### config.mk
export PLATFORM = sky130hd
export DESIGN_NAME = access_aware_insert
export DESIGN_NICKNAME = d
export VERILOG_FILES = /design/src/rtl/aai_pkg.sv /design/src/rtl/aai_rrpv_bank.sv /design/src/rtl/aai_victim_pick.sv /design/src/rtl/access_aware_insert.sv
export SDC_FILE = /design/constraint.sdc
export NUM_CORES = 1
export LEC_CHECK = 0
export ABC_AREA = 1
export BUFFER_PORTS_ARGS = -buffer_cell sky130_fd_sc_hd__buf_4
export CORE_ASPECT_RATIO = 0.6
export CORE_MARGIN = 3
export CORE_UTILIZATION = 49
export CTS_BUF_LIST = sky130_fd_sc_hd__clkbuf_16
export DETAILED_ROUTE_END_ITERATION = 10
export PLACE_DENSITY_LB_ADDON = 0.3
export REMOVE_ABC_BUFFERS = 1
export SLEW_MARGIN = 20
export SYNTH_ARGS = -nofsm -noshare
export SYNTH_HDL_FRONTEND = slang
export SYNTH_SLANG_ARGS = --single-unit
### constraint.sdc
create_clock -name clk -period 4.1 [get_ports clk]
set_input_delay 0.82 -clock clk [delete_from_list [all_inputs] [get_ports clk]]
set_output_delay 0.82 -clock clk [all_outputs]
set_load 0.1 [all_outputs]
### src/rtl/aai_pkg.sv
package aai_pkg;
  typedef enum logic [1:0] {
    ACC_LOAD  = 2'b00,
    ACC_STORE = 2'b01,
    ACC_WBACK = 2'b10,
    ACC_PREF  = 2'b11
  } acc_t;

  localparam int RRPV_W = 2;
  localparam logic [RRPV_W-1:0] RRPV_MAX  = 2'd3;
  localparam logic [RRPV_W-1:0] RRPV_FILL = 2'd2;
  localparam logic [RRPV_W-1:0] RRPV_HIT  = 2'd0;

  typedef enum logic [1:0] {
    ST_IDLE   = 2'd0,
    ST_SEARCH = 2'd1,
    ST_RESP   = 2'd2
  } ctl_state_t;

  function automatic logic is_demand(input logic [1:0] t);
    return (t == ACC_LOAD) || (t == ACC_STORE);
  endfunction
endpackage

### src/rtl/aai_rrpv_bank.sv
module aai_rrpv_bank
  import aai_pkg::*;
#(
  parameter int SETS = 16,
  parameter int WAYS = 4
) (
  input  logic                          clk,
  input  logic                          rst_n,
  input  logic [$clog2(SETS)-1:0]       acc_set,
  input  logic                          wr_en,
  input  logic [$clog2(WAYS)-1:0]       wr_way,
  input  logic [RRPV_W-1:0]             wr_val,
  input  logic                          age_en,
  output logic [WAYS-1:0][RRPV_W-1:0]   rd_rrpv
);
  localparam int SET_W = $clog2(SETS);
  localparam int WAY_W = $clog2(WAYS);

  logic [SETS-1:0][WAYS-1:0][RRPV_W-1:0] mem;
  logic any_max;

  assign rd_rrpv = mem[acc_set];

  always_comb begin
    any_max = 1'b0;
    for (int w = 0; w < WAYS; w++)
      if (rd_rrpv[w] == RRPV_MAX) any_max = 1'b1;
  end

  always_ff @(posedge clk) begin
    if (!rst_n) begin
      mem <= '1;
    end else begin
      for (int s = 0; s < SETS; s++) begin
        for (int w = 0; w < WAYS; w++) begin
          if (SET_W'(s) == acc_set) begin
            if (wr_en && (wr_way == WAY_W'(w)))
              mem[s][w] <= wr_val;
            else if (age_en && (mem[s][w] != RRPV_MAX))
              mem[s][w] <= mem[s][w] + 1'b1;
          end
        end
      end
    end
  end

  AST_AGE_ONLY_BELOW_MAX: assert property (@(posedge clk) disable iff (!rst_n)
    age_en |-> !any_max);
  AST_NO_WRITE_WHILE_AGING: assert property (@(posedge clk) disable iff (!rst_n)
    age_en |-> !wr_en);
endmodule

### src/rtl/aai_victim_pick.sv
module aai_victim_pick
  import aai_pkg::*;
#(
  parameter int WAYS = 4
) (
  input  logic [WAYS-1:0][RRPV_W-1:0] rrpv,
  input  logic [WAYS-1:0]             way_valid,
  output logic                        found,
  output logic [$clog2(WAYS)-1:0]     way
);
  localparam int WAY_W = $clog2(WAYS);

  logic inv_any;

  always_comb begin
    inv_any = |(~way_valid);
    found   = 1'b0;
    way     = '0;
    for (int w = WAYS - 1; w >= 0; w--) begin
      if (inv_any ? !way_valid[w] : (rrpv[w] == RRPV_MAX)) begin
        found = 1'b1;
        way   = WAY_W'(w);
      end
    end
  end
endmodule

### src/rtl/access_aware_insert.sv
module access_aware_insert
  import aai_pkg::*;
#(
  parameter int NUM_SETS = 16,
  parameter int NUM_WAYS = 4
) (
  input  logic                          clk,
  input  logic                          rst_n,
  input  logic                          req_valid,
  output logic                          req_ready,
  input  logic [1:0]                    req_type,
  input  logic [$clog2(NUM_SETS)-1:0]   req_set,
  input  logic                          req_hit,
  input  logic [$clog2(NUM_WAYS)-1:0]   req_hit_way,
  input  logic                          req_pred_cache,
  input  logic [NUM_WAYS-1:0]           req_way_valid,
  output logic                          rsp_valid,
  input  logic                          rsp_ready,
  output logic                          rsp_install,
  output logic [$clog2(NUM_WAYS)-1:0]   rsp_victim,
  output logic                          train_en
);
  localparam int SET_W = $clog2(NUM_SETS);
  localparam int WAY_W = $clog2(NUM_WAYS);

  ctl_state_t                         state;
  logic [1:0]                         q_type;
  logic [SET_W-1:0]                   q_set;
  logic [NUM_WAYS-1:0]                q_mask;
  logic                               accept;
  logic                               acc_demand;
  logic [SET_W-1:0]                   bank_set;
  logic                               bank_wr;
  logic [WAY_W-1:0]                   bank_way;
  logic [RRPV_W-1:0]                  bank_val;
  logic                               bank_age;
  logic [NUM_WAYS-1:0][RRPV_W-1:0]    set_rrpv;
  logic                               pick_found;
  logic [WAY_W-1:0]                   pick_way;

  assign req_ready  = (state == ST_IDLE);
  assign rsp_valid  = (state == ST_RESP);
  assign accept     = req_valid && req_ready;
  assign acc_demand = is_demand(req_type);
  assign bank_set   = (state == ST_IDLE) ? req_set : q_set;

  always_comb begin
    bank_wr  = 1'b0;
    bank_way = '0;
    bank_val = RRPV_HIT;
    bank_age = 1'b0;
    if (accept && req_hit) begin
      bank_wr  = 1'b1;
      bank_way = req_hit_way;
      bank_val = RRPV_HIT;
    end else if (state == ST_SEARCH) begin
      if (pick_found) begin
        bank_wr  = 1'b1;
        bank_way = pick_way;
        bank_val = RRPV_FILL;
      end else begin
        bank_age = 1'b1;
      end
    end
  end

  aai_rrpv_bank #(.SETS(NUM_SETS), .WAYS(NUM_WAYS)) u_bank (
    .clk     (clk),
    .rst_n   (rst_n),
    .acc_set (bank_set),
    .wr_en   (bank_wr),
    .wr_way  (bank_way),
    .wr_val  (bank_val),
    .age_en  (bank_age),
    .rd_rrpv (set_rrpv)
  );

  aai_victim_pick #(.WAYS(NUM_WAYS)) u_pick (
    .rrpv      (set_rrpv),
    .way_valid (q_mask),
    .found     (pick_found),
    .way       (pick_way)
  );

  always_ff @(posedge clk) begin
    if (!rst_n) begin
      state       <= ST_IDLE;
      q_type      <= ACC_LOAD;
      q_set       <= '0;
      q_mask      <= '1;
      rsp_install <= 1'b0;
      rsp_victim  <= '0;
      train_en    <= 1'b0;
    end else begin
      train_en <= accept && acc_demand;
      unique case (state)
        ST_IDLE: begin
          if (accept) begin
            q_type <= req_type;
            q_set  <= req_set;
            q_mask <= req_way_valid;
            if (req_hit) begin
              rsp_install <= 1'b0;
              rsp_victim  <= req_hit_way;
              state       <= ST_RESP;
            end else if (!acc_demand) begin
              rsp_install <= 1'b1;
              rsp_victim  <= '0;
              state       <= ST_RESP;
            end else if (!req_pred_cache) begin
              rsp_install <= 1'b0;
              rsp_victim  <= '0;
              state       <= ST_RESP;
            end else begin
              state <= ST_SEARCH;
            end
          end
        end
        ST_SEARCH: begin
          if (pick_found) begin
            rsp_install <= 1'b1;
            rsp_victim  <= pick_way;
            state       <= ST_RESP;
          end
        end
        ST_RESP: begin
          if (rsp_ready) state <= ST_IDLE;
        end
        default: state <= ST_IDLE;
      endcase
    end
  end

  AST_RSP_HOLD: assert property (@(posedge clk) disable iff (!rst_n)
    (rsp_valid && !rsp_ready) |=> (rsp_valid && $stable(rsp_install) && $stable(rsp_victim)));
  AST_ONE_IN_FLIGHT: assert property (@(posedge clk) disable iff (!rst_n)
    rsp_valid |-> !req_ready);
  AST_NONDEMAND_WAY0: assert property (@(posedge clk) disable iff (!rst_n)
    (rsp_valid && rsp_install && !is_demand(q_type)) |-> (rsp_victim == '0));
  AST_TRAIN_DEMAND_ONLY: assert property (@(posedge clk) disable iff (!rst_n)
    train_en |-> $past(accept && is_demand(req_type)));
  AST_INVALID_FIRST: assert property (@(posedge clk) disable iff (!rst_n)
    ((state == ST_SEARCH) && pick_found && (q_mask != '1)) |-> !q_mask[pick_way]);
  AST_FILL_IS_DEMAND: assert property (@(posedge clk) disable iff (!rst_n)
    (state == ST_SEARCH) |-> is_demand(q_type));
endmodule

---- Yosys cells after proc, flatten, opt, wreduce, memory -nomap -nowiden ----
Cells that the tools add are included.
storage, ports and cells
  register bits after elaboration ......... 142
  output and inout bits ................... 6
operators by class
  add/sub/neg operators ................... 64
  $lt $le $gt $ge ......................... 1
  equality and inequality tests ........... 93
  mux-type cells .......................... 174
  bitwise logic cells ..................... 1
  reduce and logical (&&, ||, !) cells .... 213
operator list
  cell                                                         count
  two-way mux 2 bit                                            149
  != test 2 bit (second input constant)                        65
  AND reduction 2 bit                                          65
  nonzero test 2 bit                                           65
  adder 2 x 1 -> 2 bit (second input constant)                 64
  logical AND 1 bit                                            71
  binary-select mux 8 bit (select 4 bit)                       1
  equality test 4 bit (first input constant)                   8
  two-way mux 1 bit                                            19
  equality test 3 x 4 -> 1 bit (first input constant)          4
  equality test 2 bit (second input constant)                  7
  equality test 2 x 4 -> 1 bit (first input constant)          2
  two-way mux 8 bit                                            1
  equality test 2 x 1 -> 1 bit (second input constant)         3
  zero test 2 bit                                              3
  case mux 2 bit (3 select lines)                              1
  less-than comparator 4 x 5 -> 1 bit (second input constant)  1
  equality test 1 x 4 -> 1 bit (first input constant)          1
  zero test 1 bit                                              4
  zero test 4 bit                                              1
  two-way mux 4 bit                                            1
  != test 2 x 1 -> 1 bit (second input constant)               2
  != test 4 bit (second input constant)                        1
  NOT 4 bit                                                    1
  other kinds (6)                                              6

---- Depth between registers and ports, before layout ----
Gate-level depths: netlist of run 1.
  depth in word-level cells ............... 17
  depth in mapped cells ................... 26
  depth with buffers taken out ............ 24

---- Hierarchy ----
From an unflattened synthesis of run 1, not the netlist that was laid out.
unflattened totals
  cells, all modules ...................... 1,628
  area, all modules ....................... 9,576.7 sq um
modules (own cells, without submodules)
  module               instances  cells each  area each (sq um)
  aai_rrpv_bank        1          1,498       8,745.9
  access_aware_insert  1          101         713.2
  aai_victim_pick      1          29          117.6

---- Worst setup path before layout of run 1 ----
Ideal clock, no wire load.
  path kind ............................... input to register
  from .................................... input req_set[0]
  to ...................................... register u_bank.mem[42] (netlist name)
  library setup time ...................... 0.134 ns
  arrival time ............................ 2.788 ns
  data required time ...................... 3.966 ns
  path slack .............................. 1.178 ns
  cell stages on the path ................. 22
  cells stage by stage .................... inv_1 > nand2_2 > nand2_2 > buf_6 > nand2_4 > nor2_4 > nand2_1 > nand2_1 > nor2_1 > nand2_1 > inv_2 > nand2_1 > nand3_2 > nor2_4 > nand2_2 > buf_6 > buf_6 > or2_1 > a21oi_2 > inv_2 > nand2_1 > nand3_1
between the ends
  cells in the longest elaborated chain, start to end .. 16
RTL lines
  element                                                                      line                       source
  start, declared                                                              access_aware_insert.sv:12  input logic [$clog2(NUM_SETS)-1:0] req_set,
  two-way mux 4 bit (*)                                                        access_aware_insert.sv:45  assign bank_set = (state == ST_IDLE) ? req_set : q_set;
  binary-select mux 8 bit (select 4 bit)                                       aai_rrpv_bank.sv:22        assign rd_rrpv = mem[acc_set];
  two-way mux 8 bit (implied by the code)                                      aai_rrpv_bank.sv:22
  equality test 2 bit                                                          aai_victim_pick.sv:20      if (inv_any ? !way_valid[w] : (rrpv[w] == RRPV_MAX)) begin
  two-way mux 1 bit                                                            aai_victim_pick.sv:20
  two-way mux 2 bit / two-way mux 1 bit (equally long branches) (4 in series)  aai_victim_pick.sv:20
  two-way mux 2 bit                                                            access_aware_insert.sv:57  if (pick_found) begin
  two-way mux 2 bit                                                            access_aware_insert.sv:56  end else if (state == ST_SEARCH) begin
  two-way mux 2 bit                                                            access_aware_insert.sv:52  if (accept && req_hit) begin
  equality test 2 x 1 -> 1 bit                                                 aai_rrpv_bank.sv:37        if (wr_en && (wr_way == WAY_W'(w)))
  logical AND 1 bit                                                            aai_rrpv_bank.sv:37
  nonzero test 2 bit (no line)                                                 --
  AND reduction 2 bit (no line)                                                --
  end signal, assigned by index                                                aai_rrpv_bank.sv:38        mem[s][w] <= wr_val;
  end signal, assigned by index                                                aai_rrpv_bank.sv:40        mem[s][w] <= mem[s][w] + 1'b1;
  end, declared                                                                aai_rrpv_bank.sv:19        logic [SETS-1:0][WAYS-1:0][RRPV_W-1:0] mem;
Mark *: on every way between the ends. The rest lies on a longest branch, timed or not. The select of a mux whose other input is x is not followed.
A chain may end at the register's enable or synchronous reset.

---- Worst setup path after layout of run 1 ----
  from .................................... register state[0]
  to ...................................... register u_bank.mem[29] (netlist name)
between the ends
  cells in the longest elaborated chain, start to end .. 17
RTL lines
  element                                                                      line                                                  source
  start, declared                                                              access_aware_insert.sv:26                             ctl_state_t state;
  start signal, assigned                                                       access_aware_insert.sv:87                             state <= ST_IDLE;
  start signal, assigned                                                       access_aware_insert.sv:105                            state <= ST_RESP;
  start signal, assigned                                                       access_aware_insert.sv:109                            state <= ST_RESP;
  zero test 2 bit                                                              access_aware_insert.sv:41, access_aware_insert.sv:45
  two-way mux 4 bit                                                            access_aware_insert.sv:45
  binary-select mux 8 bit (select 4 bit)                                       aai_rrpv_bank.sv:22
  two-way mux 8 bit (implied by the code)                                      aai_rrpv_bank.sv:22
  equality test 2 bit                                                          aai_victim_pick.sv:20
  two-way mux 1 bit                                                            aai_victim_pick.sv:20
  two-way mux 2 bit / two-way mux 1 bit (equally long branches) (4 in series)  aai_victim_pick.sv:20
  two-way mux 2 bit                                                            access_aware_insert.sv:57
  two-way mux 2 bit                                                            access_aware_insert.sv:56
  two-way mux 2 bit                                                            access_aware_insert.sv:52
  equality test 2 bit                                                          aai_rrpv_bank.sv:37
  logical AND 1 bit                                                            aai_rrpv_bank.sv:37
  nonzero test 2 bit (no line)                                                 --
  AND reduction 2 bit (no line)                                                --
Several ways; a longest one is shown, not always the timed one. The select of a mux whose other input is x is not followed.

==> results of run 1 <==
[Yosys cell counts (20+ instances only)]
library cell and n:
clkbuf_1 20, inv_1 150, buf_2 21, nor2_1 109, ha_1 64, a21oi_1 27
nand3_1 164, inv_2 27, nand2_1 700, dfxtp_1 142, a21oi_2 27, or2_0 23
[final cells by class]
| class | instances | area, um2 |
|---|---|---|
| fillers | 1858 | 8450 |
| multi-input cells | 1206 | 5810 |
| flip-flops and latches | 142 | 2840 |
| inverters | 178 | 669 |
| repair buffers | 53 | 473 |
| clock buffers | 17 | 425 |
| well taps | 266 | 333 |
| clock inverters | 14 | 176 |
[metal layers]
metal / vias to the layer above / GRT usage (%) / routed length, um
met5: - / 0 / 0
met4: 0 / 9.09 / 592
met3: 57 / 5.51 / 2230
met2: 367 / 39.6 / 11000
met1: 4373 / 37.2 / 13300
li1: 4960 / - / -
[critical path, delay by kind of cell, from the launching register on]
kind            cells  cell delay, ns
compound gates      1            0.13
flops               1            0.34
simple gates       18            2.33
buf+inv             4            0.70
[sequential cells by signal, indices dropped and copies added, names as in the netlist]
name / cells
q_mask: 4
q_set: 4
rsp_install: 1
rsp_victim: 2
state: 2
train_en: 1
u_bank.mem: 128
[power by group through the flow]
stage	logic, W	clock network, W	registers, W
6_report	0.00104	0.00163	0.00145
3_3_place_gp	0.000992	0	0.00148
3_5_place_dp	0.00101	0	0.00148
2_1_floorplan	0.000610	0	0.00150
5_1_grt	0.00115	0.00171	0.00146
4_1_cts	0.00102	0.00165	0.00145
[layout by cell type (no fill, tap or decap), types with 3 or more instances in the layout]
cell type | synthesis | final
ha_1 | 64 | 64
dfxtp_1 | 142 | 142
a21oi_2 | 27 | 27
o21ai_1 | 17 | 17
inv_2 | 27 | 27
bufinv_16 | 0 | 4
buf_4 | 9 | 47
clkinvlp_4 | 0 | 4
clkinv_2 | 1 | 4
nand4_1 | 17 | 17
nand2_4 | 5 | 5
nor2_4 | 4 | 4
nor2_1 | 109 | 109
or2_0 | 23 | 23
nor2_2 | 3 | 3
o21ai_0 | 14 | 14
clkbuf_16 | 0 | 17
nand3b_1 | 3 | 3
buf_12 | 0 | 6
inv_1 | 150 | 151
nand2_1 | 700 | 699
or2_1 | 7 | 7
nand3_1 | 164 | 164
a21oi_1 | 27 | 27
nand2_2 | 9 | 10
[metrics by stage]
stage | total power, W | std cells
after floorplan | 0.00211 | 1526
after global placement | 0.00247 | 1845
after detailed placement | 0.00249 | 1845
after CTS | 0.00412 | 1876
after global routing | 0.00431 | 1876
final | 0.00413 | 1876
[cell families after synthesis]
family	after synthesis
buffers and inverters	238
AND/OR/NAND/NOR	1050
adder cells (fa/ha/maj)	64
AO/OA/AOI/OAI	92
flip-flops	142
[worst min path at each step]
stage,endpoint,cells after the start,slack [ns]
4_1_cts,rsp_install$_SDFFE_PN0P_,2,0.48
5_1_grt,rsp_victim[1]$_SDFFE_PN0P_,2,0.51
3_3_place_gp,rsp_install$_SDFFE_PN0P_,2,0.45
6_report,rsp_install$_SDFFE_PN0P_,2,0.47
3_5_place_dp,rsp_install$_SDFFE_PN0P_,2,0.47
2_1_floorplan,u_bank.mem[71]$_SDFFE_PN1P_,2,0.44
==> summary.md, run 1 <==
| Metric | Value |
|---|---|
| Slowest stage delay, CP | 0.45 ns |
| Initial DRC count | 831 |
| Post-synth EDFFs | 0 |
| Syn_area_per_cell | 6.10 um2 |
| Vias in the first global route | 9118 |
| P per Cell Area | 385 nW/um2 |
| Reg2reg start | state[0]$_SDFFE_PN0P_ |
| Net switching power | 0.00142 W |
| Via density | 5.20 |
| WP data arrival | 3.95 ns |
| Post-synthesis simple-gate area fraction | 45.5% |
| CTS sink cnt | 142 |
| Antenna Nets Post-Route | 0 |
| Post-synthesis cell area | 9680 um2 |
| Via count | 9757 |
| Worst Setup SP | state[0]$_SDFFE_PN0P_ |
| Dpl ws | 0.110 ns |
| Yosys top cell area share | 29.4% |
| CP Max Fanout | 20 |
| Period minus WS final | 3.66 ns |
| First-pass GRT wire length | 45.6 mm |
| CTS tree | built |
| Clock buffer depth | 2 |
| H-Tree Level Count | 4 |
| Final Skew | 0.00871 ns |
| Largest area contributor in the netlist | dfxtp_1 |
| Post_cts resized | 0 |
| Worst-Margin Slew | 0.799 ns |
| Yosys reg bits | 142 |
| Type of the tightest min-delay check | register to register |
| Initial antenna violation count | 0 |
| Sequential Power Share | 35.2% |
| Reg2reg setup slack | 0.44 ns |
| RSZ-0062 raised after global routing | false |
| Synthesized-area fraction occupied by adder cells | 8.27% |
| Final setup fails | 0 |
| Port Buffer Count | 22 |
| CP endpoint kind | register |
| Die Width | 187 um |
| Worst-skew pair later-pin latency | 0.44 ns |
| Synthesized instance count | 1586 |
| Post-route setup slack | 0.436 ns |
| Drt drc | 0 |
| Starting density of the core | 50.5% |
| Worst slew margin | 46.3% |
| GR Overflow Total | 0 |
| Per-cell routed wire length | 14.5 um |
| CTS clock-pin slew for the worst setup and hold paths | 0.06 ns |
| Layout cells sized above 1 | 10.3% |
| Hold slack | 0.472 ns |
| Synth cell types | 35 |
| Core Util, Final | 56.0% |
| Combinational share of power | 25.2% |
| N_diodes | 0 |
| Slew Limit Fails | 0 |
| # Post-CTS Setup Buffers | 0 |
| # rows | 39 |
| Top FF cell, synth | dfxtp_1 |
| Hold path startpoint | rsp_install$_SDFFE_PN0P_ |
| Hold_buf cts | 0 |
| Area Overhead vs Synth | 10.8% |
| Fmax | 0.273 GHz |
| Gpl congestion | 0.899 |
| Nets | 1680 |
| Die Span Y | 115 um |
| Static Leakage | 6.18 nW |
| Final setup TNS | 0 ns |
| Internal power | 0.00271 W |
| Post-Route WL | 27.1 mm |
| Largest net degree at the start of global routing | 64 |
| Cells along the critical path | nor2_4 -> nand2_2 -> nand2_2 -> buf_12 -> nand2_1 -> nand2_1 -> nand2_1 -> nand2_1 -> nand2_1 -> nand2_1 -> inv_1 -> nand2_1 -> nand2_1 -> nand2_1 -> inv_1 -> nand2_1 -> a21oi_4 -> nor2_4 -> inv_1 -> nand2_1 -> nand2_1 -> nand2_1 -> nand3_1 |
| Total GRT Usage | 26.2% |
| Die Area | 21500 um2 |
| Compound-cell area share of the yosys netlist | 6.19% |
| Drt pass-1 iters | 8 |
| Period utilisation layout | 89.4% |
| R2r worst-path depth | 23 |
| Worst VDD drop | 0.310 mV |
| CTS buffer count | 17 |
| Ranking of synthesized cells by area | dfxtp_1 29%, nand2_1 27%, nand3_1 8.5%, ha_1 8.3%, inv_1 5.8% |
| Yosys Warn Count | 0 |
| Multiplexer share of the synthesized area | 0% |
| Ports | 24 |
| Crit path to | u_bank.mem[29]$_SDFFE_PN1P_ |
| Core area | 19200 um2 |
| Crit path required time | 4.38 ns |
| Dpl cell area | 10100 um2 |
| Largest family of logic cells by synthesized area | simple AND/OR/NAND/NOR gates |
| Most frequent CP cell | nand2_1 |
| Register area share after synthesis | 29.4% |
| XOR/XNOR Fraction of Synth Area | 0% |
| Status | finished clean |
| Critical path type | register to register |
| Asr flop ratio synth | 0% |
| Max Cap Viol | 0 |
| Design area | 10700 um2 |
| Final Hold Viols | 0 |
| Worst Setup Start Kind | register |
| Worst R2R End | u_bank.mem[29]$_SDFFE_PN1P_ |
| Dpl hpwl | 18.9 mm |
| Crit path max-delay cell type | nand2_2 |
| Root Driver | clkbuf_16 |
| Sw Ratio | 34.3% |
| Clock share of power | 39.6% |
Note: power is estimated with default switching activity, not from simulation.
==> run 2: changes to the inputs <==
--- a/config.mk
+++ b/config.mk
@@ -10,7 +10,7 @@
 export CORE_ASPECT_RATIO = 0.6
 export CORE_MARGIN = 3
 export CORE_UTILIZATION = 49
-export CTS_BUF_LIST = sky130_fd_sc_hd__clkbuf_16
+export CTS_BUF_LIST = sky130_fd_sc_hd__clkbuf_4
 export DETAILED_ROUTE_END_ITERATION = 10
 export PLACE_DENSITY_LB_ADDON = 0.3
 export REMOVE_ABC_BUFFERS = 1
==> run 2 against run 1 <==
Effect of this change:
- first-iteration DRC count rose by 4.8%
- flip-flop and latch count did not move
- utilization fell by 1.5 points
- combinational power barely moved
- sequential share of layout area rose by 0.75 points
- fmax fell by 0.40%
- largest power group is now registers
- highest routed layer unchanged
==> summary.md, run 2 (synthesized netlist as in run 1, its figures left out) <==
| Metric | Value |
|---|---|
| Status | finished clean (unchanged) |
| Dpl ws | 0.110 ns (unchanged) |
| Initial DRC count | 871 (was 831) |
| Die Span Y | 115 um (unchanged) |
| Static Leakage | 6.05 nW (was 6.18 nW) |
| Core area | 19200 um2 (unchanged) |
| CTS clock-pin slew for the worst setup and hold paths | 0.12 ns (was 0.06 ns) |
| Largest net degree at the start of global routing | 64 (unchanged) |
| Starting density of the core | 50.5% (unchanged) |
| Vias in the first global route | 8983 (was 9118) |
| Total GRT Usage | 25.6% (was 26.2%) |
| Period utilisation layout | 89.7% (was 89.4%) |
| Slew Limit Fails | 0 (unchanged) |
| Area Overhead vs Synth | 7.81% (was 10.8%) |
| CTS buffer count | 17 (unchanged) |
| Final setup fails | 0 (unchanged) |
| Via count | 9740 (was 9757) |
| CP Max Fanout | 20 (unchanged) |
| Initial antenna violation count | 0 (unchanged) |
| Layout cells sized above 1 | 10.4% (was 10.3%) |
| Biggest regs | u_bank.mem: 128 flops, q_mask: 4 flops, q_set: 4 flops (unchanged) |
| Die Width | 187 um (unchanged) |
| Multi-input logic area | 5810 um2 (unchanged) |
| GR Overflow Total | 0 (unchanged) |
| Port Buffer Count | 22 (unchanged) |
| Core Util, Final | 54.4% (was 56.0%) |
| Final Skew | 0.0227 ns (was 0.00871 ns) |
| Post-Route WL | 26.8 mm (was 27.1 mm) |
| Drt pass-1 iters | 6 (was 8) |
| Final Power | 0.00352 W (was 0.00413 W) |
| R2r worst-path depth | 23 (unchanged) |
| Ports | 24 (unchanged) |
| Worst-skew pair later-pin latency | 0.60 ns (was 0.44 ns) |
| Worst Setup Start Kind | register (unchanged) |
| Dpl hpwl | 18.9 mm (unchanged) |
| Crit path required time | 4.55 ns (was 4.38 ns) |
| Worst slew margin | 50.6% (was 46.3%) |
| Per-cell routed wire length | 14.3 um (was 14.5 um) |
| Post-route setup slack | 0.421 ns (was 0.436 ns) |
| CP endpoint kind | register (unchanged) |
| # rows | 39 (unchanged) |
| H-Tree Level Count | 4 (unchanged) |
| Nets | 1680 (unchanged) |
| Max Cap Viol | 0 (unchanged) |
| Antenna Nets Post-Route | 0 (unchanged) |
| WP data arrival | 4.13 ns (was 3.95 ns) |
| P per Cell Area | 337 nW/um2 (was 385 nW/um2) |
| CTS tree | built (unchanged) |
| Worst VDD drop | 0.250 mV (was 0.310 mV) |
| Largest register FFs | 128 (unchanged) |
| First-pass GRT wire length | 44.8 mm (was 45.6 mm) |
| Commonest non-fill, non-tap cell in the layout | nand2_1 (unchanged) |
| Final Hold Viols | 0 (unchanged) |
| Final setup TNS | 0 ns (unchanged) |
| Root Driver | clkbuf_4 (was clkbuf_16) |
| Die Area | 21500 um2 (unchanged) |
| Via density | 5.19 (was 5.20) |
| Fillcell total | 1906 (was 1858) |
| Fmax | 0.272 GHz (was 0.273 GHz) |
| Register Area | 2840 um2 (unchanged) |
| Hold depth | 2 (unchanged) |
| Worst-Margin Slew | 0.735 ns (was 0.799 ns) |
| Most frequent cells in the layout | 699 x nand2_1, 164 x nand3_1, 150 x inv_1, 142 x dfxtp_1, 109 x nor2_1 (was 699 x nand2_1, 164 x nand3_1, 151 x inv_1, 142 x dfxtp_1, 109 x nor2_1) |
| N_diodes | 0 (unchanged) |
| Top reg by flops | u_bank.mem (unchanged) |
| Drt drc | 0 (unchanged) |
| Gpl congestion | 0.899 (unchanged) |
| Type of the tightest min-delay check | input port to register (was register to register) |
| Clock buffer depth | 2 (unchanged) |
| CTS sink cnt | 142 (unchanged) |
| Period minus WS final | 3.68 ns (was 3.66 ns) |
| RSZ-0062 raised after global routing | false (unchanged) |
| Critical path type | register to register (unchanged) |
==> run 2: repair_timing <==
action | 4_1_cts | 5_1_grt
buffers inserted | 0 | 0
setup endpoints to repair | 0 | 8
resized for setup | 0 | 1
hold buffers | 0 | 0
==> run 2: routing by layer <==
layer | track usage, % | part of all wire (%) | vias up
met2 | 38.2 | 40 | 350
met1 | 37.1 | 50 | 4378
met5 | 0 | 0 | -
met4 | 8.14 | 1.8 | 0
met3 | 5.24 | 8.8 | 46
li1 | - | - | 4966
==> run 2: path summary, 6_finish.rpt <==
kind                             from                     endpoint  slack (ns)
max             state[0]$_SDFFE_PN0P_  u_bank.mem[29]$_SDFFE_PN1P_        0.42
min                       req_type[1]          train_en$_SDFF_PN0_        0.37
max reg2reg     state[0]$_SDFFE_PN0P_  u_bank.mem[29]$_SDFFE_PN1P_        0.42
min reg2reg  rsp_install$_SDFFE_PN0P_     rsp_install$_SDFFE_PN0P_        0.48
==> run 2: area by class of cell <==
| type | instances | share of cell area, % |
|---|---|---|
| Inverter | 178 | 6.41 |
| Multi-Input combinational cell | 1206 | 55.7 |
| Timing Repair Buffer | 53 | 4.53 |
| Tap cell | 266 | 3.19 |
| Sequential cell | 142 | 27.2 |
| Clock inverter | 13 | 1.65 |
| Clock buffer | 18 | 1.29 |
==> run 2: power by group <==
part	leakage, nW	internal (W)	total, W	switching [W]
clock network	0.155	0.000478	0.00103	0.000552
registers	1.15	0.00142	0.00145	0.0000345
logic	4.74	0.000290	0.00104	0.000746
total	6.05	0.00219	0.00352	0.00133
==> run 2: stage by stage <==
stage	cell area, um2	std cells	hold slack (ns)
detailed placement	10100	1845	0.466
finish	10400	1876	0.372
floorplan	9320	1526	0.444
CTS	10400	1876	0.346
global placement	10100	1845	0.454
global route	10400	1876	0.348
==> run 2: worst max-delay path, cell delays in order (launching register included) <==
cell	delay, ns
dfxtp_1	0.36
nor2_4	0.33
nand2_2	0.12
nand2_2	0.45
buf_12	0.22
nand2_1	0.05
nand2_1	0.06
nand2_1	0.05
nand2_1	0.07
nand2_1	0.10
nand3_1	0.09
nor2_1	0.04
nand2_1	0.08
nand2_1	0.09
nand2_1	0.09
nand2_1	0.09
nand2_1	0.08
nand2_2	0.10
nor2_4	0.29
inv_1	0.39
nand2_1	0.15
nand2_1	0.06
nand2_1	0.08
nand3_1	0.06
